<file path="config.mk">
export PLATFORM = sky130hd
export DESIGN_NAME = cfgreg_top
export DESIGN_NICKNAME = d
export VERILOG_FILES = /design/src/rtl/cfgreg_pkg.sv /design/src/rtl/cfgreg_wobits.sv /design/src/rtl/cfgreg_rcfg.sv /design/src/rtl/cfgreg_top.sv
export SDC_FILE = /design/constraint.sdc
export NUM_CORES = 1
export LEC_CHECK = 0
export BUFFER_PORTS_ARGS = -buffer_cell sky130_fd_sc_hd__buf_2
export CAP_MARGIN = 10
export CORE_AREA = 2 2 90 92
export CTS_BUF_LIST = sky130_fd_sc_hd__clkbuf_16
export CTS_CLUSTER_DIAMETER = 30
export DETAILED_ROUTE_END_ITERATION = 12
export DIE_AREA = 0 0 92 94
export GPL_TIMING_DRIVEN = 1
export PLACE_DENSITY = 0.7
export SYNTH_ARGS = -nofsm -noshare
export SYNTH_HDL_FRONTEND = slang
export SYNTH_SLANG_ARGS = --single-unit
</file>
<file path="constraint.sdc">
create_clock -name clk -period 3 [get_ports clk]
set_input_delay 0.3 -clock clk [delete_from_list [all_inputs] [get_ports clk]]
set_output_delay 0.3 -clock clk [all_outputs]
set_load 0.01 [all_outputs]
</file>
<file path="src/rtl/cfgreg_pkg.sv">
package cfgreg_pkg;
  localparam int unsigned OFF_CFG  = 4;
  localparam int unsigned OFF_RCFG = 8;
  localparam int unsigned OFF_RSV  = 12;

  function automatic logic [31:0] lane_mask(input logic [3:0] strb);
    logic [31:0] m;
    for (int k = 0; k < 4; k++) m[8*k +: 8] = {8{strb[k]}};
    return m;
  endfunction
endpackage

</file>
<file path="src/rtl/cfgreg_wobits.sv">
module cfgreg_wobits #(
  parameter int unsigned W = 16,
  parameter logic [W-1:0] WO_MASK = '0,
  parameter logic [W-1:0] RST_VAL = '0
) (
  input  logic         clk,
  input  logic         rst,
  input  logic         dbg,
  input  logic [W-1:0] we,
  input  logic [W-1:0] wd,
  output logic [W-1:0] q
);
  for (genvar i = 0; i < W; i++) begin : g_bit
    if (WO_MASK[i]) begin : g_once
      logic locked, dbg_touched;
      always_ff @(posedge clk) begin
        if (rst) begin
          q[i]        <= RST_VAL[i];
          locked      <= 1'b0;
          dbg_touched <= 1'b0;
        end else if (we[i]) begin
          if (dbg || dbg_touched || !locked) q[i] <= wd[i];
          if (dbg) dbg_touched <= 1'b1;
          else if (!dbg_touched) locked <= 1'b1;
        end
      end
    end else begin : g_plain
      always_ff @(posedge clk) begin
        if (rst) q[i] <= RST_VAL[i];
        else if (we[i]) q[i] <= wd[i];
      end
    end
  end
endmodule

</file>
<file path="src/rtl/cfgreg_rcfg.sv">
module cfgreg_rcfg #(
  parameter int unsigned PIN_W = 8,
  parameter logic [PIN_W-1:0] DEFAULT = '0,
  parameter int unsigned OUT_W = 16
) (
  input  logic             clk,
  input  logic             rst,
  input  logic             ovr,
  input  logic [PIN_W-1:0] pins,
  output logic [OUT_W-1:0] cfg
);
  localparam int unsigned PAD_W = OUT_W - PIN_W - 1;
  always_ff @(posedge clk) begin
    if (rst) cfg <= ovr ? {{PAD_W{1'b0}}, 1'b1, pins} : {{PAD_W{1'b0}}, 1'b0, DEFAULT};
  end
endmodule

</file>
<file path="src/rtl/cfgreg_top.sv">
module cfgreg_top
  import cfgreg_pkg::*;
#(
  parameter int unsigned ADDR_W = 8,
  parameter int unsigned HALF_W = 16,
  parameter int unsigned PIN_W = 8,
  parameter logic [15:0] MAIN_WO_MASK = 16'h0F0F,
  parameter logic [15:0] MAIN_RST = 16'h0000,
  parameter logic [15:0] LP_RST = 16'h0000,
  parameter logic [15:0] ID_VALUE = 16'h2C51,
  parameter logic [7:0]  RCFG_DEFAULT = 8'h4C
) (
  input  logic              clk,
  input  logic              rst,
  input  logic              dbg_mode,
  input  logic              ovr_pin,
  input  logic [7:0]        boot_pins,
  input  logic              req_valid,
  input  logic              req_write,
  input  logic              req_super,
  input  logic [ADDR_W-1:0] req_addr,
  input  logic [31:0]       req_wdata,
  input  logic [3:0]        req_strb,
  output logic              rsp_valid,
  output logic              rsp_err,
  output logic [31:0]       rsp_rdata,
  output logic [15:0]       main_cfg,
  output logic [15:0]       lp_cfg,
  output logic [15:0]       rcfg_out,
  output logic              test_flag
);
  localparam int unsigned WORD_W = 2 * HALF_W;

  logic sel_cfg, sel_rcfg, sel_rsv, wr_ok, rd_ok;
  logic [WORD_W-1:0] lanes, rd_word;

  assign sel_cfg  = (req_addr == ADDR_W'(OFF_CFG));
  assign sel_rcfg = (req_addr == ADDR_W'(OFF_RCFG));
  assign sel_rsv  = (req_addr == ADDR_W'(OFF_RSV));
  assign wr_ok    = req_valid && req_super && req_write;
  assign rd_ok    = req_valid && req_super && !req_write;
  assign lanes    = lane_mask(req_strb);

  cfgreg_wobits #(.W(HALF_W), .WO_MASK(MAIN_WO_MASK), .RST_VAL(MAIN_RST)) u_main (
    .clk(clk), .rst(rst), .dbg(dbg_mode),
    .we(lanes[WORD_W-1:HALF_W] & {HALF_W{wr_ok && sel_cfg}}),
    .wd(req_wdata[WORD_W-1:HALF_W]),
    .q(main_cfg)
  );

  cfgreg_wobits #(.W(HALF_W), .WO_MASK('0), .RST_VAL(LP_RST)) u_lp (
    .clk(clk), .rst(rst), .dbg(dbg_mode),
    .we(lanes[HALF_W-1:0] & {HALF_W{wr_ok && sel_cfg}}),
    .wd(req_wdata[HALF_W-1:0]),
    .q(lp_cfg)
  );

  cfgreg_rcfg #(.PIN_W(PIN_W), .DEFAULT(RCFG_DEFAULT), .OUT_W(HALF_W)) u_rcfg (
    .clk(clk), .rst(rst), .ovr(ovr_pin), .pins(boot_pins), .cfg(rcfg_out)
  );

  always_comb begin
    rd_word = '0;
    if (sel_cfg)       rd_word = {main_cfg, lp_cfg};
    else if (sel_rcfg) rd_word = {rcfg_out, ID_VALUE};
  end

  always_ff @(posedge clk) begin
    if (rst) begin
      rsp_valid <= 1'b0;
      rsp_err   <= 1'b0;
      rsp_rdata <= '0;
      test_flag <= 1'b0;
    end else begin
      rsp_valid <= req_valid;
      rsp_err   <= req_valid && !req_super;
      rsp_rdata <= rd_ok ? rd_word : '0;
      if (wr_ok && sel_rsv && |(req_wdata & lanes)) test_flag <= 1'b1;
    end
  end
endmodule

</file>
## After elaboration in Yosys (flattened, before gate mapping)

Index checks and enable logic that the tools add are counted.

| storage, ports and cells | value |
|---|---|
| bits in registers | 99 |
| output and inout bits | 83 |
| word-level logic and storage cells | 132 |
| bits of input ports | 59 |

| cells by class | value |
|---|---|
| mux-type cells | 3 |
| bitwise operators | 13 |
| reductions and logical operators | 59 |
| equal/unequal tests | 3 |

Operator list:

| operator | number |
|---|---|
| 2-to-1 mux 32 bit | 2 |
| bitwise AND 16 bit | 2 |
| bitwise AND 32 bit | 1 |
| AND reduction 2 bit | 16 |
| OR reduction 32 bit | 1 |
| AND reduction 3 bit | 8 |
| == test 8 x 4 -> 1 bit (second input constant) | 2 |
| logical OR 1 bit | 16 |
| zero test 1 bit | 10 |
| inverter 1 bit | 10 |
| 2-to-1 mux 9 bit | 1 |
| == test 8 x 3 -> 1 bit (second input constant) | 1 |
| logical AND 1 bit | 7 |
| OR reduction 2 bit | 1 |

## Longest topological paths before layout

Gate-level depths: netlist of run 1.

| logic depth | value |
|---|---|
| word-level depth | 5 |
| gate-level depth with buffers | 6 |
| mapped depth without buffers | 4 |

## Hierarchy

From an unflattened synthesis of run 1, not the netlist that was laid out.

| second synthesis, totals | value |
|---|---|
| cell total of the unflattened synthesis | 304 |
| area total of the unflattened synthesis | 3455.8 sq um |

By module, submodules not included:

| module | sequential area each (sq um) | times used | cells an instance | area an instance (sq um) |
|---|---|---|---|---|
| cfgreg_top | 700.7 | 1 | 103 | 1238.7 |
| cfgreg_wobits at u_main | 640.6 | 1 | 126 | 1233.7 |
| cfgreg_wobits at u_lp | 320.3 | 1 | 50 | 606.8 |
| cfgreg_rcfg | 270.3 | 1 | 25 | 376.6 |

## Worst setup path after synthesis of run 1

No wires, ideal clock.

| path | value |
|---|---|
| path kind | in2reg |
| start point | input port req_addr[7] |
| end point | register rsp_rdata[18] |
| setup time | 0.058 ns |
| slack | 1.470 ns |
| required time | 2.942 ns |
| stages | 5 |
| path buffers | 1 |
| data arrival time | 1.471 ns |
| path through | nor4_4 nand2_2 nor4_4 buf_6 a22o_2 |

| on the way | value |
|---|---|
| cells in the longest elaborated chain, start to end | 3 |
| elaborated cells on any way between the ends | 4 |
| those cells by class | eq/ne (2); mux (2) |

Ends and longest elaborated chain:

| element | line | source |
|---|---|---|
| start, declared | cfgreg_top.sv:21 | `input logic [ADDR_W-1:0] req_addr,` |
| == test 8 x 4 -> 1 bit | cfgreg_top.sv:38 | `assign sel_rcfg = (req_addr == ADDR_W'(OFF_RCFG));` |
| 2-to-1 mux 32 bit | cfgreg_top.sv:65 | `else if (sel_rcfg) rd_word = {rcfg_out, ID_VALUE};` |
| 2-to-1 mux 32 bit (*) | cfgreg_top.sv:64 | `if (sel_cfg) rd_word = {main_cfg, lp_cfg};` |
| end signal, assigned | cfgreg_top.sv:77 | `rsp_rdata <= rd_ok ? rd_word : '0;` |
| end, declared | cfgreg_top.sv:26 | `output logic [31:0] rsp_rdata,` |

Every way passes the cells marked *; elsewhere a longest branch is shown, timed or not.
A chain may end at the register's enable or synchronous reset.

## Worst setup path in the final report of run 1

| path | value |
|---|---|
| start point | input port req_addr[7] |
| end point | register u_lp.q[13] |

| on the way | value |
|---|---|
| cells in the longest elaborated chain, start to end | 3 |

Ends and longest elaborated chain:

| element | line | source |
|---|---|---|
| == test 8 x 3 -> 1 bit | cfgreg_top.sv:37 | `assign sel_cfg = (req_addr == ADDR_W'(OFF_CFG));` |
| logical AND 1 bit | cfgreg_top.sv:53 | `.we(lanes[HALF_W-1:0] & {HALF_W{wr_ok && sel_cfg}}),` |
| bitwise AND 16 bit | cfgreg_top.sv:53 |  |
| end signal, assigned by index | cfgreg_wobits.sv:29 | `if (rst) q[i] <= RST_VAL[i];` |
| end signal, assigned by index | cfgreg_wobits.sv:30 | `else if (we[i]) q[i] <= wd[i];` |
| end, declared | cfgreg_wobits.sv:11 | `output logic [W-1:0] q` |

No other way between the ends.

==> out/qor_table.md, run 1 <==
| Result | Value | Unit |
|---|---|---|
| Worst-margin pin slew | 0.5363 | ns |
| Slowest Stage Delay on Critical Path | 0.53 | ns |
| Worst Skew | 0.003752 | ns |
| CP bufs+invs | 1 | - |
| Mapped cell area | 3055 | um^2 |
| Clock network fraction of design power | 0.464 | - |
| Row Count | 32 | - |
| Starting DRT DRC Count | 140 | - |
| Number of hold-repair buffers added at the cts stage | 0 | - |
| Metal-1 WL | 3.340 | mm |
| Leading area contributor after synthesis | sky130_fd_sc_hd__dfxtp_1 | - |
| EDFF count, synth | 9 | - |
| Global-route usage over all layers | 0.1751 | - |
| Final cycle utilization of the critical path | 0.5845 | - |
| Arrival time of the worst setup path | 1.94 | ns |
| Via density | 4.957 | - |
| Num CTS Buffers | 9 | - |
| Element type at the critical path start | input pin | - |
| Logic gate share of total power | 0.052 | - |
| Final routed DRC violation total | 0 | - |
| Worst min-delay path category | in2reg | - |
| PostCTS Resize Cnt | 0 | - |
| Number of levels in the clock H-tree | 3 | - |
| Effective utilization at floorplan | 0.4016 | - |
| Clock slew at the register clock pins of the worst setup and hold paths | 0.06 | ns |
| Filler cell count in the final layout | 723 | - |
| Number of library cell types mapped by synthesis | 32 | - |
| Setup repair after global routing missed its margin | false | - |
| Count of vias placed by the detailed router | 2627 | - |
| Crit path capture type | flip-flop | - |
| Die area | 8648 | um^2 |
| Most frequent cell after synthesis | sky130_fd_sc_hd__dfxtp_1 | - |
| Clock root buffer | sky130_fd_sc_hd__clkbuf_16 | - |
| Slack of the critical path | 1.246 | ns |
| Routed length on met3 | 627 | um |
| Result of the run | finished, final reports clean | - |
| Final max-slew violation count | 0 | - |
| TNS Setup | 0 | ns |
| Proportion of layout cells with a drive suffix above 1 | 0.3972 | - |
| Placement Setup Slack | 0.9577 | ns |
| Buffer depth of the longest clock path | 2 | - |
| Source-to-sink clock delay at the later pin of the worst-skew pair | 0.33 | ns |
| Floorplan Core Area | 7607 | um^2 |
| Total wire length after detailed routing | 7.655 | mm |
| Relative slew slack | 0.6425 | - |
| Count of port buffers added during placement | 134 | - |
| Maximum number of pins on one net before global-route repair | 64 | - |
| Post-route design area | 4034 | um^2 |
| Clock period minus final worst setup slack | 1.754 | ns |
| Cells after Synth | 293 | - |
| Power Dens Cells | 562.4 | nW/um^2 |
| Final antenna-violating net count | 0 | - |
| Required time reported for the critical path endpoint | 3.19 | ns |
| Setup Crit Path Kind | in2reg | - |
| Number of warnings reported in the yosys synthesis log | 0 | - |
| Placer congestion estimate | 0.8346 | - |
| Sw Ratio | 0.2146 | - |
| Async set-reset flop share out of synthesis | 0 | - |
| Total clock sinks | 80 | - |
| Uppermost metal layer occupied by signal nets | met4 | - |
| Number of nets at the end of the flow | 482 | - |
| Sequential group share of total power | 0.485 | - |
| Synth Register Bits | 80 | - |
| Die width | 92 | um |
| Worst-case vdd ir drop | 0.2615 | mV |
| Area share of the largest cell type after synthesis | 0.4652 | - |
| Cell internal pwr | 1.782 | mW |
| Synth Flop Type | sky130_fd_sc_hd__dfxtp_1 | - |
| Critical-path cell list | buf_2, nor4_4, and4_2, and2_0, o21ai_0 | - |
| Layout-stage area growth over the synthesis result | 32.02 | % |
| Grt ovf | 0 | - |
| Largest cells by area after synthesis | sky130_fd_sc_hd__dfxtp_1 47%, sky130_fd_sc_hd__edfxtp_1 8.8%, sky130_fd_sc_hd__and2_1 5.3% | - |
| HPWL Detailed | 5.648 | mm |
| Seq/Total Area, Yosys | 0.5536 | - |
| Ant. Diodes | 0 | - |
| Post-placement cell area | 3749 | um^2 |
| # IOs | 142 | - |
| Largest driver fanout on the critical path | 18 | - |
| Critical Path Slowest Stage Cell | sky130_fd_sc_hd__and4_2 | - |
| Drt first pass iters | 4 | - |
| Mapped Avg Cell Area | 10.43 | um^2 |
| TritonCTS clock tree | built | - |
| Final Hold Violating Endpoints | 0 | - |
| Vias in the first global route | 2402 | - |
| Detailed route wirelength on metal2 | 3.507 | mm |
| Die height | 94 | um |
| Net switching power of the design | 0.4868 | mW |
| Antenna violations before repair | 0 | - |
| Number of violations of the max-capacitance limit | 0 | - |
| Achievable clock frequency | 570.3 | MHz |
| Setup repair bufs after CTS | 0 | - |
| Ranking of synthesized cells by instance count | 71 x sky130_fd_sc_hd__dfxtp_1, 26 x sky130_fd_sc_hd__and2_1, 24 x sky130_fd_sc_hd__o21ai_0 | - |
| Cell type group with the largest total delay on the critical path | simple AND/OR/NAND/NOR gates | - |
| Setup violations, final | 0 | - |
| Global-route wire length before repair | 11.72 | mm |
| Per-cell routed wire length | 14.44 | um |
| Leakage power | 1.838 | nW |
stage by stage:
stage | utilization | hold WS (ns) | total power [mW] | std cells
CTS | 0.5303 | 0.2138 | 2.294 | 530
detailed placement | 0.4928 | 0.4591 | 1.240 | 514
floorplan | - | 0.3724 | 1.172 | 299
finish | 0.5303 | 0.2182 | 2.269 | 530
global route | 0.5303 | 0.2153 | 2.362 | 530
global placement | 0.4928 | 0.4488 | 1.238 | 514
power by group through the flow:
stage / Combinational [mW] / Sequential [mW] / Clock [mW]
finish: 0.117 / 1.10 / 1.05
global route: 0.128 / 1.10 / 1.13
global placement: 0.115 / 1.12 / 0
floorplan: 0.0439 / 1.13 / 0
detailed placement: 0.116 / 1.12 / 0
CTS: 0.117 / 1.10 / 1.08
cells in the final DEF (no fill, tap or decap), drive strengths merged, types with 7 or more instances in the layout:
master  count
nand3       8
and2       27
dfxtp      71
nand4b     16
nand2      20
nand2b     20
nor2        8
o21ai      24
nor4       11
edfxtp      9
conb        7
clkbuf      9
a22o        8
buf       138
a21oi      20
area by class of cell:
class | instances | area [um^2] | area share
Clock buffer | 9 | 225.2 | 0.05583
Clock inverter | 7 | 60.06 | 0.01489
Inverter | 2 | 7.507 | 0.001861
Multi-Input combinational cell | 192 | 1221 | 0.3027
Sequential cell | 80 | 1692 | 0.4194
Tap cell | 102 | 127.6 | 0.03164
Timing Repair Buffer | 138 | 700.7 | 0.1737
logic make-up after synthesis:
logic type	Yosys count	share of synthesized area
buf+inv	27	0.05405
flops	80	0.5536
compound gates	64	0.1306
simple gates	121	0.2604
other cells	1	0.001227
state kept, by name, indices dropped and copies added, names as in the netlist:
signal	flops
u_rcfg.cfg	9
rsp_err	1
u_main.g_bit.g_once.dbg_touched	2
u_main.g_bit.g_once.locked	2
test_flag	1
u_lp.q	16
rsp_rdata	32
rsp_valid	1
u_main.q	16
final timing paths:
kind	end	cells past startpoint	from	slack (ns)
worst min-delay path	u_main.q[13]$_SDFFE_PP0P_	3	req_wdata[29]	0.22
worst max-delay path	u_lp.q[13]$_SDFFE_PP0P_	5	req_addr[7]	1.25
worst min register to register	u_main.q[13]$_SDFFE_PP0P_	2	u_main.q[13]$_SDFFE_PP0P_	0.46
worst max register to register	u_main.q[3]$_SDFFE_PP0P_	4	u_main.g_bit[3].g_once.dbg_touched$_SDFFE_PP0P_	2.00
routing by layer:
metal  global-route usage  vias up
met4              0.08085        0
met3              0.05056       18
met5                    0        -
met1               0.2268     1207
li1                     -     1282
met2               0.2708      120
worst reg2reg max path, delay by kind of cell (launching register included):
family / cells / cell delay [ns]
flops: 1 / 0.31
simple gates: 2 / 0.37
compound gates: 2 / 0.25
No activity file was read; power rests on OpenSTA's default activity.
==> run 2: changes to the inputs <==
--- a/config.mk
+++ b/config.mk
@@ -13,7 +13,7 @@
 export DETAILED_ROUTE_END_ITERATION = 12
 export DIE_AREA = 0 0 92 94
 export GPL_TIMING_DRIVEN = 1
-export PLACE_DENSITY = 0.7
+export PLACE_DENSITY = 0.73
 export SYNTH_ARGS = -nofsm -noshare
 export SYNTH_HDL_FRONTEND = slang
 export SYNTH_SLANG_ARGS = --single-unit
==> constraint.sdc (replaced) <==
create_clock -name clk -period 1.5 [get_ports clk]
set_input_delay 0.15 -clock clk [delete_from_list [all_inputs] [get_ports clk]]
set_output_delay 0.15 -clock clk [all_outputs]
set_load 0.01 [all_outputs]
==> run 2 against run 1 <==
Sequential share of layout area decreased by 0.99 points. Clock power increased by 120%. Worst hold slack got worse by 0.14 ns. Clock skew increased by 0.0039 ns. Non-clock buffer count increased by 7. Sequential power increased by 100%. Die area unchanged. Final cell count increased by 1.1%. Setup slack got worse by 1.0 ns. Final area increased by 2.4%. Core utilization increased by 1.3 points. Count of clock-buffer cells in the layout increased by 2. Critical path type unchanged.
==> out/qor_table.md, run 2 (synthesized netlist as in run 1, its figures left out) <==
| Result | Value | Unit |
|---|---|---|
| Setup Crit Path Kind | in2reg | - |
| Post-placement cell area | 3814 | um^2 |
| Via density | 4.869 | - |
| Floorplan Core Area | 7607 | um^2 |
| Worst hold path stage count | 2 | - |
| Clock root buffer | sky130_fd_sc_hd__clkbuf_16 | - |
| Worst-margin pin slew | 0.5569 | ns |
| Logic gate share of total power | 0.050 | - |
| Vias in the first global route | 2426 | - |
| Total clock sinks | 80 | - |
| Hold EP | u_rcfg.cfg[6]$_SDFFCE_PN1P_ | - |
| End-of-flow core utilization | 0.5431 | - |
| Post-route design area | 4131 | um^2 |
| Die height | 94 | um |
| Num CTS Buffers | 9 | - |
| Layout-stage area growth over the synthesis result | 35.22 | % |
| Count of port buffers added during placement | 134 | - |
| Beginning of the worst hold path | boot_pins[6] | - |
| Placer congestion estimate | 0.8486 | - |
| HPWL Detailed | 5.594 | mm |
| Source-to-sink clock delay at the later pin of the worst-skew pair | 0.32 | ns |
| Buffer depth of the longest clock path | 2 | - |
| Number of violations of the max-capacitance limit | 0 | - |
| Drt first pass iters | 4 | - |
| PostCTS Resize Cnt | 0 | - |
| Antenna violations before repair | 0 | - |
| # IOs | 142 | - |
| Total wire length after detailed routing | 7.450 | mm |
| Cell internal pwr | 3.759 | mW |
| Final max-slew violation count | 0 | - |
| Final routed DRC violation total | 0 | - |
| Achievable clock frequency | 770.7 | MHz |
| Arrival time of the worst setup path | 1.48 | ns |
| Number of levels in the clock H-tree | 3 | - |
| Sequential group share of total power | 0.468 | - |
| Global-route wire length before repair | 11.82 | mm |
| Per-cell routed wire length | 13.90 | um |
| Final cycle utilization of the critical path | 0.8650 | - |
| Worst-case vdd ir drop | 0.5866 | mV |
| Registers with the most flip-flops | rsp_rdata (32), u_lp.q (16), u_main.q (16) | - |
| Clock period minus final worst setup slack | 1.298 | ns |
| Maximum number of pins on one net before global-route repair | 64 | - |
| Final antenna-violating net count | 0 | - |
| Number of nets at the end of the flow | 489 | - |
| Relative slew slack | 0.6287 | - |
| Ant. Diodes | 0 | - |
| Most frequent cells in the layout | 134 x sky130_fd_sc_hd__buf_2, 71 x sky130_fd_sc_hd__dfxtp_1, 26 x sky130_fd_sc_hd__and2_1 | - |
| Count of vias placed by the detailed router | 2610 | - |
| Most common cell after layout, fill and taps aside | sky130_fd_sc_hd__buf_2 | - |
| Leakage power | 1.893 | nW |
| Effective utilization at floorplan | 0.4016 | - |
| Largest driver fanout on the critical path | 8 | - |
| Row Count | 32 | - |
| Number of cell instances on the worst register-to-register path | 4 | - |
| Result of the run | finished, final reports clean | - |
| Number of hold-repair buffers added at the cts stage | 0 | - |
| Global-route usage over all layers | 0.1745 | - |
| Sw Ratio | 0.2011 | - |
| Grt ovf | 0 | - |
| Worst Skew | 0.007626 | ns |
| Required time reported for the critical path endpoint | 1.68 | ns |
| Setup repair after global routing missed its margin | false | - |
| Largest register FFs | 32 | - |
| Clock slew at the register clock pins of the worst setup and hold paths | 0.06 | ns |
| Final Hold Violating Endpoints | 0 | - |
| Die width | 92 | um |
| Worst min-delay path category | in2reg | - |
| Starting DRT DRC Count | 99 | - |
| Register-to-register setup slack | 0.44 | ns |
| Die area | 8648 | um^2 |
| Net switching power of the design | 0.9461 | mW |
| Setup repair bufs after CTS | 0 | - |
| Power Dens Cells | 1139 | nW/um^2 |
| TritonCTS clock tree | built | - |
| Total power draw | 4.705 | mW |
| Largest reg by FF count | rsp_rdata | - |
| Setup violations, final | 0 | - |
| Clock network fraction of design power | 0.483 | - |
| Crit path capture type | flip-flop | - |
| Startpoint of the worst register-to-register path | u_main.g_bit[3].g_once.dbg_touched$_SDFFE_PP0P_ | - |
| Proportion of layout cells with a drive suffix above 1 | 0.4078 | - |
| Element type at the critical path start | input pin | - |
| Critical register-to-register path endpoint | u_main.q[3]$_SDFFE_PP0P_ | - |
==> run 2: per-stage QoR <==
step / setup TNS (ns) / setup slack (ns) / hold slack [ns] / cells
2_1_floorplan: 0 / 0.1202 / 0.2224 / 299
3_3_place_gp: -0.6281 / -0.06968 / 0.4069 / 521
3_5_place_dp: -1.316 / -0.1344 / 0.4108 / 521
4_1_cts: 0 / 0.2097 / 0.06823 / 536
5_1_grt: 0 / 0.1277 / 0.08237 / 536
6_report: 0 / 0.2025 / 0.08043 / 536
==> run 2: power groups by stage <==
stage / registers [mW] / clock network, mW / logic, mW
2_1_floorplan: 2.26 / 0 / 0.0878
3_3_place_gp: 2.25 / 0 / 0.231
3_5_place_dp: 2.25 / 0 / 0.234
4_1_cts: 2.20 / 2.31 / 0.234
5_1_grt: 2.20 / 2.42 / 0.256
6_report: 2.20 / 2.27 / 0.234
==> run 2: worst max-delay path by stage <==
| stage | from | to | slack [ns] |
|---|---|---|---|
| after CTS | req_addr[7] | u_lp.q[13]$_SDFFE_PP0P_ | 0.21 |
| final | req_addr[7] | u_lp.q[13]$_SDFFE_PP0P_ | 0.20 |
| after floorplan | req_addr[7] | rsp_rdata[18]$_SDFF_PP0_ | 0.12 |
| after detailed placement | req_addr[7] | u_lp.q[13]$_SDFFE_PP0P_ | -0.13 |
| after global routing | req_wdata[28] | test_flag$_SDFFE_PP0P_ | 0.13 |
| after global placement | req_addr[7] | u_lp.q[13]$_SDFFE_PP0P_ | -0.07 |
==> run 2: worst max-delay path, cell delays in order <==
cell and delay, ns:
sky130_fd_sc_hd__buf_2 0.11, sky130_fd_sc_hd__nor4_4 0.38, sky130_fd_sc_hd__and4_2 0.35, sky130_fd_sc_hd__and2_0 0.34, sky130_fd_sc_hd__o21ai_0 0.15
==> run 2: routing by layer <==
layer,GRT usage,part of all wire,vias up
li1,-,-,1296
met1,0.2096,0.43,1213
met2,0.2874,0.48,95
met3,0.05939,0.085,6
met4,0.07090,0.010,0
met5,0,0,-
==> run 2: final cells by class <==
| cell class | count | area [um^2] |
|---|---|---|
| clock buffer | 11 | 275.3 |
| clock inverter | 4 | 42.54 |
| fill | 711 | 3476 |
| inverter | 2 | 7.507 |
| multi-input combinational | 192 | 1221 |
| sequential | 80 | 1692 |
| tap | 102 | 127.6 |
| timing repair buffer | 145 | 765.7 |
